<file path="config.mk">
export PLATFORM = sky130hd
export DESIGN_NAME = mdio_master
export DESIGN_NICKNAME = d
export VERILOG_FILES = /design/src/rtl/mdio_pkg.sv /design/src/rtl/mdio_clkgen.sv /design/src/rtl/mdio_engine.sv /design/src/rtl/mdio_regs.sv /design/src/rtl/mdio_master.sv
export SDC_FILE = /design/constraint.sdc
export NUM_CORES = 1
export LEC_CHECK = 0
export BUFFER_PORTS_ARGS = -buffer_cell sky130_fd_sc_hd__clkbuf_2
export CAP_MARGIN = 20
export CELL_PAD_IN_SITES_DETAIL_PLACEMENT = 0
export CELL_PAD_IN_SITES_GLOBAL_PLACEMENT = 1
export CORE_UTILIZATION = 50
export CTS_CLUSTER_DIAMETER = 40
export DETAILED_ROUTE_END_ITERATION = 7
export PLACE_DENSITY_LB_ADDON = 0.25
export SKIP_LAST_GASP = 1
export SLEW_MARGIN = 20
export SYNTH_ARGS = -nofsm -noshare
export SYNTH_HDL_FRONTEND = slang
export SYNTH_HIERARCHICAL = 1
export SYNTH_SLANG_ARGS = --single-unit
</file>
<file path="constraint.sdc">
create_clock -name clk -period 5.9 [get_ports clk]
set_clock_uncertainty 0.1 [all_clocks]
set_input_delay 0.295 -clock clk [delete_from_list [all_inputs] [get_ports clk]]
set_output_delay 0.295 -clock clk [all_outputs]
set_load 0.05 [all_outputs]
</file>
<file path="src/rtl/mdio_pkg.sv">
package mdio_pkg;
  typedef enum logic [1:0] {
    A_CTRL  = 2'd0,
    A_DATA  = 2'd1,
    A_ISTAT = 2'd2,
    A_IMASK = 2'd3
  } reg_addr_e;

  localparam logic [3:0] OP_READ = 4'h6;
endpackage

</file>
<file path="src/rtl/mdio_clkgen.sv">
module mdio_clkgen #(
  parameter int unsigned DIV_W = 7
) (
  input  logic             clk,
  input  logic             rst_n,
  input  logic             run,
  input  logic [DIV_W-1:0] div,
  output logic             mdc,
  output logic             tick_rise,
  output logic             tick_fall
);
  logic [DIV_W-1:0] cnt_q, cnt_d;
  logic             mdc_q, mdc_d;
  logic             wrap;

  assign wrap      = run && (cnt_q == div);
  assign tick_rise = wrap && !mdc_q;
  assign tick_fall = wrap && mdc_q;
  assign mdc       = mdc_q;

  always_comb begin
    cnt_d = cnt_q;
    mdc_d = mdc_q;
    if (!run) begin
      cnt_d = '0;
      mdc_d = 1'b0;
    end else if (wrap) begin
      cnt_d = '0;
      mdc_d = !mdc_q;
    end else begin
      cnt_d = cnt_q + 1'b1;
    end
  end

  always_ff @(posedge clk or negedge rst_n) begin
    if (!rst_n) begin
      cnt_q <= '0;
      mdc_q <= 1'b0;
    end else begin
      cnt_q <= cnt_d;
      mdc_q <= mdc_d;
    end
  end
endmodule

</file>
<file path="src/rtl/mdio_engine.sv">
module mdio_engine
  import mdio_pkg::*;
#(
  parameter int unsigned CMD_W   = 32,
  parameter int unsigned PRE_LEN = 32,
  parameter int unsigned RD_W    = 16
) (
  input  logic             clk,
  input  logic             rst_n,
  input  logic             start,
  input  logic             pre_en,
  input  logic [CMD_W-1:0] cmd,
  input  logic             tick_rise,
  input  logic             tick_fall,
  input  logic             mdio_i,
  output logic             busy,
  output logic             done,
  output logic             done_rd,
  output logic             mdio_o,
  output logic             mdio_oe,
  output logic [RD_W-1:0]  rx_data
);
  localparam int unsigned SH_W      = CMD_W + PRE_LEN;
  localparam int unsigned CNT_W     = $clog2(SH_W + 1);
  localparam int unsigned TA2_LEFT  = RD_W + 1;

  logic [SH_W-1:0]  sh_q, sh_d;
  logic [CNT_W-1:0] left_q, left_d;
  logic             busy_q, busy_d;
  logic             rd_q, rd_d;
  logic [RD_W-1:0]  rx_q, rx_d;
  logic             last_bit;

  assign last_bit = busy_q && tick_fall && (left_q == CNT_W'(1));
  assign done     = last_bit;
  assign done_rd  = rd_q;
  assign busy     = busy_q;
  assign rx_data  = rx_q;
  assign mdio_o   = busy_q ? sh_q[SH_W-1] : 1'b1;
  assign mdio_oe  = busy_q && !(rd_q && (left_q <= CNT_W'(TA2_LEFT)));

  always_comb begin
    sh_d   = sh_q;
    left_d = left_q;
    busy_d = busy_q;
    rd_d   = rd_q;
    rx_d   = rx_q;
    if (start && !busy_q) begin
      busy_d = 1'b1;
      rd_d   = (cmd[CMD_W-1 -: 4] == OP_READ);
      if (pre_en) begin
        sh_d   = {{PRE_LEN{1'b1}}, cmd};
        left_d = CNT_W'(SH_W);
      end else begin
        sh_d   = {cmd, {PRE_LEN{1'b0}}};
        left_d = CNT_W'(CMD_W);
      end
    end else if (busy_q) begin
      if (tick_rise) rx_d = {rx_q[RD_W-2:0], mdio_i};
      if (tick_fall) begin
        if (last_bit) begin
          busy_d = 1'b0;
        end else begin
          sh_d   = sh_q << 1;
          left_d = left_q - 1'b1;
        end
      end
    end
  end

  always_ff @(posedge clk or negedge rst_n) begin
    if (!rst_n) begin
      sh_q   <= '0;
      left_q <= '0;
      busy_q <= 1'b0;
      rd_q   <= 1'b0;
      rx_q   <= '0;
    end else begin
      sh_q   <= sh_d;
      left_q <= left_d;
      busy_q <= busy_d;
      rd_q   <= rd_d;
      rx_q   <= rx_d;
    end
  end
endmodule

</file>
<file path="src/rtl/mdio_regs.sv">
module mdio_regs
  import mdio_pkg::*;
#(
  parameter int unsigned DIV_W = 7,
  parameter int unsigned CMD_W = 32,
  parameter int unsigned RD_W  = 16
) (
  input  logic             clk,
  input  logic             rst_n,
  input  logic             we,
  input  logic [1:0]       addr,
  input  logic [CMD_W-1:0] wdata,
  output logic [CMD_W-1:0] rdata,
  input  logic             busy,
  input  logic             done,
  input  logic             done_rd,
  input  logic [RD_W-1:0]  rx_data,
  output logic [DIV_W-1:0] div,
  output logic             pre_en,
  output logic [CMD_W-1:0] cmd,
  output logic             start,
  output logic             istat,
  output logic             imask
);
  logic [DIV_W-1:0] div_q, div_d;
  logic             pre_q, pre_d;
  logic [CMD_W-1:0] data_q, data_d;
  logic             istat_q, istat_d;
  logic             imask_q, imask_d;
  logic             start_q, start_d;
  logic             accept;

  assign accept = we && (addr == A_DATA) && !busy && !start_q;

  always_comb begin
    div_d   = div_q;
    pre_d   = pre_q;
    data_d  = data_q;
    istat_d = istat_q;
    imask_d = imask_q;
    start_d = accept;
    if (we && addr == A_CTRL) begin
      div_d = wdata[DIV_W-1:0];
      pre_d = wdata[DIV_W];
    end
    if (accept) data_d = wdata;
    if (done && done_rd) data_d[RD_W-1:0] = rx_data;
    if (we && addr == A_IMASK) imask_d = wdata[0];
    if (done) istat_d = 1'b1;
    else if (we && addr == A_ISTAT && wdata[0]) istat_d = 1'b0;
  end

  always_ff @(posedge clk or negedge rst_n) begin
    if (!rst_n) begin
      div_q   <= '0;
      pre_q   <= 1'b0;
      data_q  <= '0;
      istat_q <= 1'b0;
      imask_q <= 1'b0;
      start_q <= 1'b0;
    end else begin
      div_q   <= div_d;
      pre_q   <= pre_d;
      data_q  <= data_d;
      istat_q <= istat_d;
      imask_q <= imask_d;
      start_q <= start_d;
    end
  end

  always_comb begin
    rdata = '0;
    unique case (addr)
      A_CTRL:  begin
        rdata[DIV_W-1:0] = div_q;
        rdata[DIV_W]     = pre_q;
      end
      A_DATA:  rdata = data_q;
      A_ISTAT: rdata[0] = istat_q;
      default: rdata[0] = imask_q;
    endcase
  end

  assign div    = div_q;
  assign pre_en = pre_q;
  assign cmd    = data_q;
  assign start  = start_q;
  assign istat  = istat_q;
  assign imask  = imask_q;
endmodule

</file>
<file path="src/rtl/mdio_master.sv">
module mdio_master #(
  parameter int unsigned DIV_W   = 7,
  parameter int unsigned CMD_W   = 32,
  parameter int unsigned PRE_LEN = 32,
  parameter int unsigned RD_W    = 16
) (
  input  logic             clk,
  input  logic             rst_n,
  input  logic             bus_we,
  input  logic [1:0]       bus_addr,
  input  logic [CMD_W-1:0] bus_wdata,
  output logic [CMD_W-1:0] bus_rdata,
  output logic             mdc,
  output logic             mdio_o,
  output logic             mdio_oe,
  input  logic             mdio_i,
  output logic             irq
);
  logic [DIV_W-1:0] div_w;
  logic             pre_w, start_w, busy_w, done_w, done_rd_w;
  logic             tick_rise_w, tick_fall_w, istat_w, imask_w;
  logic [CMD_W-1:0] cmd_w;
  logic [RD_W-1:0]  rx_w;

  mdio_regs #(.DIV_W(DIV_W), .CMD_W(CMD_W), .RD_W(RD_W)) u_regs (
    .clk(clk), .rst_n(rst_n), .we(bus_we), .addr(bus_addr),
    .wdata(bus_wdata), .rdata(bus_rdata), .busy(busy_w), .done(done_w),
    .done_rd(done_rd_w), .rx_data(rx_w), .div(div_w), .pre_en(pre_w),
    .cmd(cmd_w), .start(start_w), .istat(istat_w), .imask(imask_w)
  );

  mdio_clkgen #(.DIV_W(DIV_W)) u_clk (
    .clk(clk), .rst_n(rst_n), .run(busy_w), .div(div_w), .mdc(mdc),
    .tick_rise(tick_rise_w), .tick_fall(tick_fall_w)
  );

  mdio_engine #(.CMD_W(CMD_W), .PRE_LEN(PRE_LEN), .RD_W(RD_W)) u_eng (
    .clk(clk), .rst_n(rst_n), .start(start_w), .pre_en(pre_w), .cmd(cmd_w),
    .tick_rise(tick_rise_w), .tick_fall(tick_fall_w), .mdio_i(mdio_i),
    .busy(busy_w), .done(done_w), .done_rd(done_rd_w), .mdio_o(mdio_o),
    .mdio_oe(mdio_oe), .rx_data(rx_w)
  );

  assign irq = istat_w & imask_w;
endmodule

</file>
==> results.toml <==
[run_status]
outcome = "completed"

[critical_path]
reg2regPathDepth = 8
cp_slowest_stage_delay_ns = 0.82
r2r_slack_ns = 2.63
crit_path_max_fanout = 65
crit_chain = "xnor2_1, nand4_2, nor4_2, and3_1, inv_1, a221oi_4, buf_4, mux2_2"
start_kind = "flip-flop"
crit_type = "flip-flop to flip-flop"
endpoint_kind = "flip-flop"
crit_cells = 8
arrival_ns = 3.47
crit_buf_inv = 2
worstPathRequired_ns = 6.10
reg2reg_from = "u_clk/cnt_q[1]"
cp_slowest_cell = "buf_4"
critical_path.top_delay_family = "buffers and inverters"
startpoint = "u_clk/cnt_q[1]"

[cts]
cts_buffer_depth = 2
cts_resized = 0
htree_num_levels = 4
cts_buffers = 17
clockRootBuffer = "clkbuf_16"
post_cts_buffers = 0
numClockSinks = 140
clkLatencyLatePin_ns = 0.42
cts_tree = "done"
clkSlewWorstSetupHoldPaths_ns = 0.05

[cells_and_area]
diodes = 0
syn2layout_area_growth_pct = 15.7
drive_above_1_share = 0.294
nets = 760

[floorplan]
initial_core_util = 0.520
fp-row-count = 43
die_h_microns = 123
core_area_sq_mm = 0.0141
ios = 74
dieArea_sq_mm = 0.0152
die_w_microns = 123

[timing]
hold_viol = 0
rsz0062_at_grt = "false"
setup_violations = 0
fin_crit_sh = 0.555
drv_slew = 0
fin_tns_setup_ns = 0
min_period_ns = 3.27
slew_headroom = 0.266
max_freq_mhz = 305
worstMarginPinSlew_ns = 1.10

[global_routing]
grt_max_degree = 83
grt_overflow = 0
grt_pass1_wl_microns = 25700
grt_pass1_vias = 5120
antenna_found_initial = 0
track_usage = 0.220

[power]
irDropWorstVdd_mv = 0.222
power.switching_mw = 1.15
p_leak_nw = 3.99
powerDensity_mw_per_mm2 = 420
clockPowerShare = 0.312
switching_share = 0.321
combPwrFrac = 0.273
power.total_mw = 3.57
seq_power_share = 0.416
internal-power_mw = 2.43

[placed_design]
port_buffers = 73
place_congestion = 0.867
dp_hpwl_microns = 9930

[run]
drv_cap = 0

[min_path]
hold_depth = 2
hp-class = "input pin to flip-flop"
min_from = "bus_wdata[24]"

[logic_synthesis]
synth_cell_types = 56
syn-num-nets = 697
syn_avg_cell_area_sq_um = 11.2
synth_commonest_cells = "dfrtp_1 (140), mux2i_1 (75), nor2_1 (49)"
syn-cell-area_sq_mm = 0.00736
synth_edf_count = 0
synth_seq_cells = 140
yosysTopAreaCell = "dfrtp_1"
synth_most_common_cell = "dfrtp_1"
yosys_warnings = 6
synth_top_area_share = 0.476
synth_cells = 656
synth_area_leaders = "dfrtp_1 (48%), mux2i_1 (10%), mux2_2 (7.3%)"
yosysSeqAreaShare = 0.476
ys_async_sr_fraction = 1.00
synth-main-ff-cell = "dfrtp_1"

[routing]
firstDrtPassIters = 5
routed_wl_microns = 15700
drt_iter0_drc = 320
via_count = 5131
drt-met1-wl_microns = 7430
met3_wirelength_microns = 676
top_layer_used = "met4"
detail_route.wl_per_cell_microns = 17.3
via_per_inst = 5.63
drtAntennaViolNets = 0
drcViolationCount = 0
dr_wl_met2_microns = 7400
==> power by group through the flow <==
stage / registers, mW / clock network [mW] / logic, mW
floorplan: 1.41 / 0 / 0.798
global placement: 1.49 / 0 / 0.939
detailed placement: 1.50 / 0 / 0.968
CTS: 1.48 / 1.14 / 0.982
global route: 1.52 / 1.18 / 1.07
finish: 1.49 / 1.11 / 0.975
==> what timing repair did <==
item	in CTS	in global routing
setup endpoints to repair	0	0
endpoints found under the hold margin	88	1
hold buffers	8	1
==> cell usage in the layout (no fill, tap or decap), types with 2 or more instances in the layout <==
master,count
buf_4,7
clkbuf_1,4
nor2_1,49
dfrtp_1,139
a21oi_1,16
mux2i_1,75
a31oi_1,17
ha_1,3
dlygate4sd3_1,9
or3b_2,2
a211oi_1,2
clkbuf_16,17
clkbuf_8,6
and3_1,2
bufinv_16,3
nand2_1,26
or4b_2,16
and4b_1,15
inv_1,40
mux2_4,26
mux2_2,48
nor4b_4,2
nand3_1,24
xor2_1,7
and2_1,26
clkbuf_2,72
nand3b_1,2
xnor2_1,4
nand2b_1,4
o41ai_1,2
o21ai_0,34
nor3_1,3
==> area by class of cell <==
type                       count  area [sq um]
clock buffer                  27           523
clock inverter                 5           103
fill                        1193          5630
inverter                      40           150
multi-input combinational    431          3500
sequential                   140          3500
tap                          180           225
timing repair buffer          89           514
==> worst register-to-register path, stage by stage, from the launching register on <==
cell and delay (ns):
dfrtp_1 0.43, xnor2_1 0.20, nand4_2 0.19, nor4_2 0.28, and3_1 0.29, inv_1 0.10
a221oi_4 0.27, buf_4 0.82, mux2_2 0.49
==> worst paths after layout <==
kind	end
setup reg to reg	u_eng/sh_q[23]
max in group asynchronous	u_eng/sh_q[56]
min in group asynchronous	u_eng/sh_q[54]
setup / recovery	u_eng/sh_q[23]
hold reg to reg	u_eng/sh_q[63]
hold / removal	u_regs/cmd[24]
==> flip-flops by register name (all words and copies together) (netlist names), 7 cells and up <==
register	cells
u_regs/cmd	32
u_eng/sh_q	64
u_regs/div	7
u_eng/rx_data	16
u_clk/cnt_q	7
u_eng/left_q	7
==> per-stage QoR <==
stage	std cells	utilization	setup WS, ns	instance area, sq um	hold slack, ns
floorplan	656	-	3.46	7360	-0.101
finish	912	0.602	2.63	8520	0.0192
global placement	871	0.552	2.73	7800	0.290
global route	912	0.602	2.31	8520	0.00447
CTS	911	0.601	2.64	8510	0.000686
detailed placement	871	0.552	2.65	7800	0.290
==> cell families after synthesis <==
| family | share of synthesized area |
|---|---|
| flops | 0.476 |
| compound gates | 0.0669 |
| mux | 0.231 |
| fa+ha+maj | 0.00510 |
| xor+xnor | 0.0153 |
| simple gates | 0.154 |
| buf+inv | 0.0515 |
==> routing by layer <==
layer | GRT usage | vias to the layer above
li1 | - | 2427
met1 | 0.296 | 2567
met2 | 0.351 | 120
met3 | 0.0544 | 17
met4 | 0.0670 | 0
met5 | 0 | -
No activity file was read; power rests on OpenSTA's default activity.
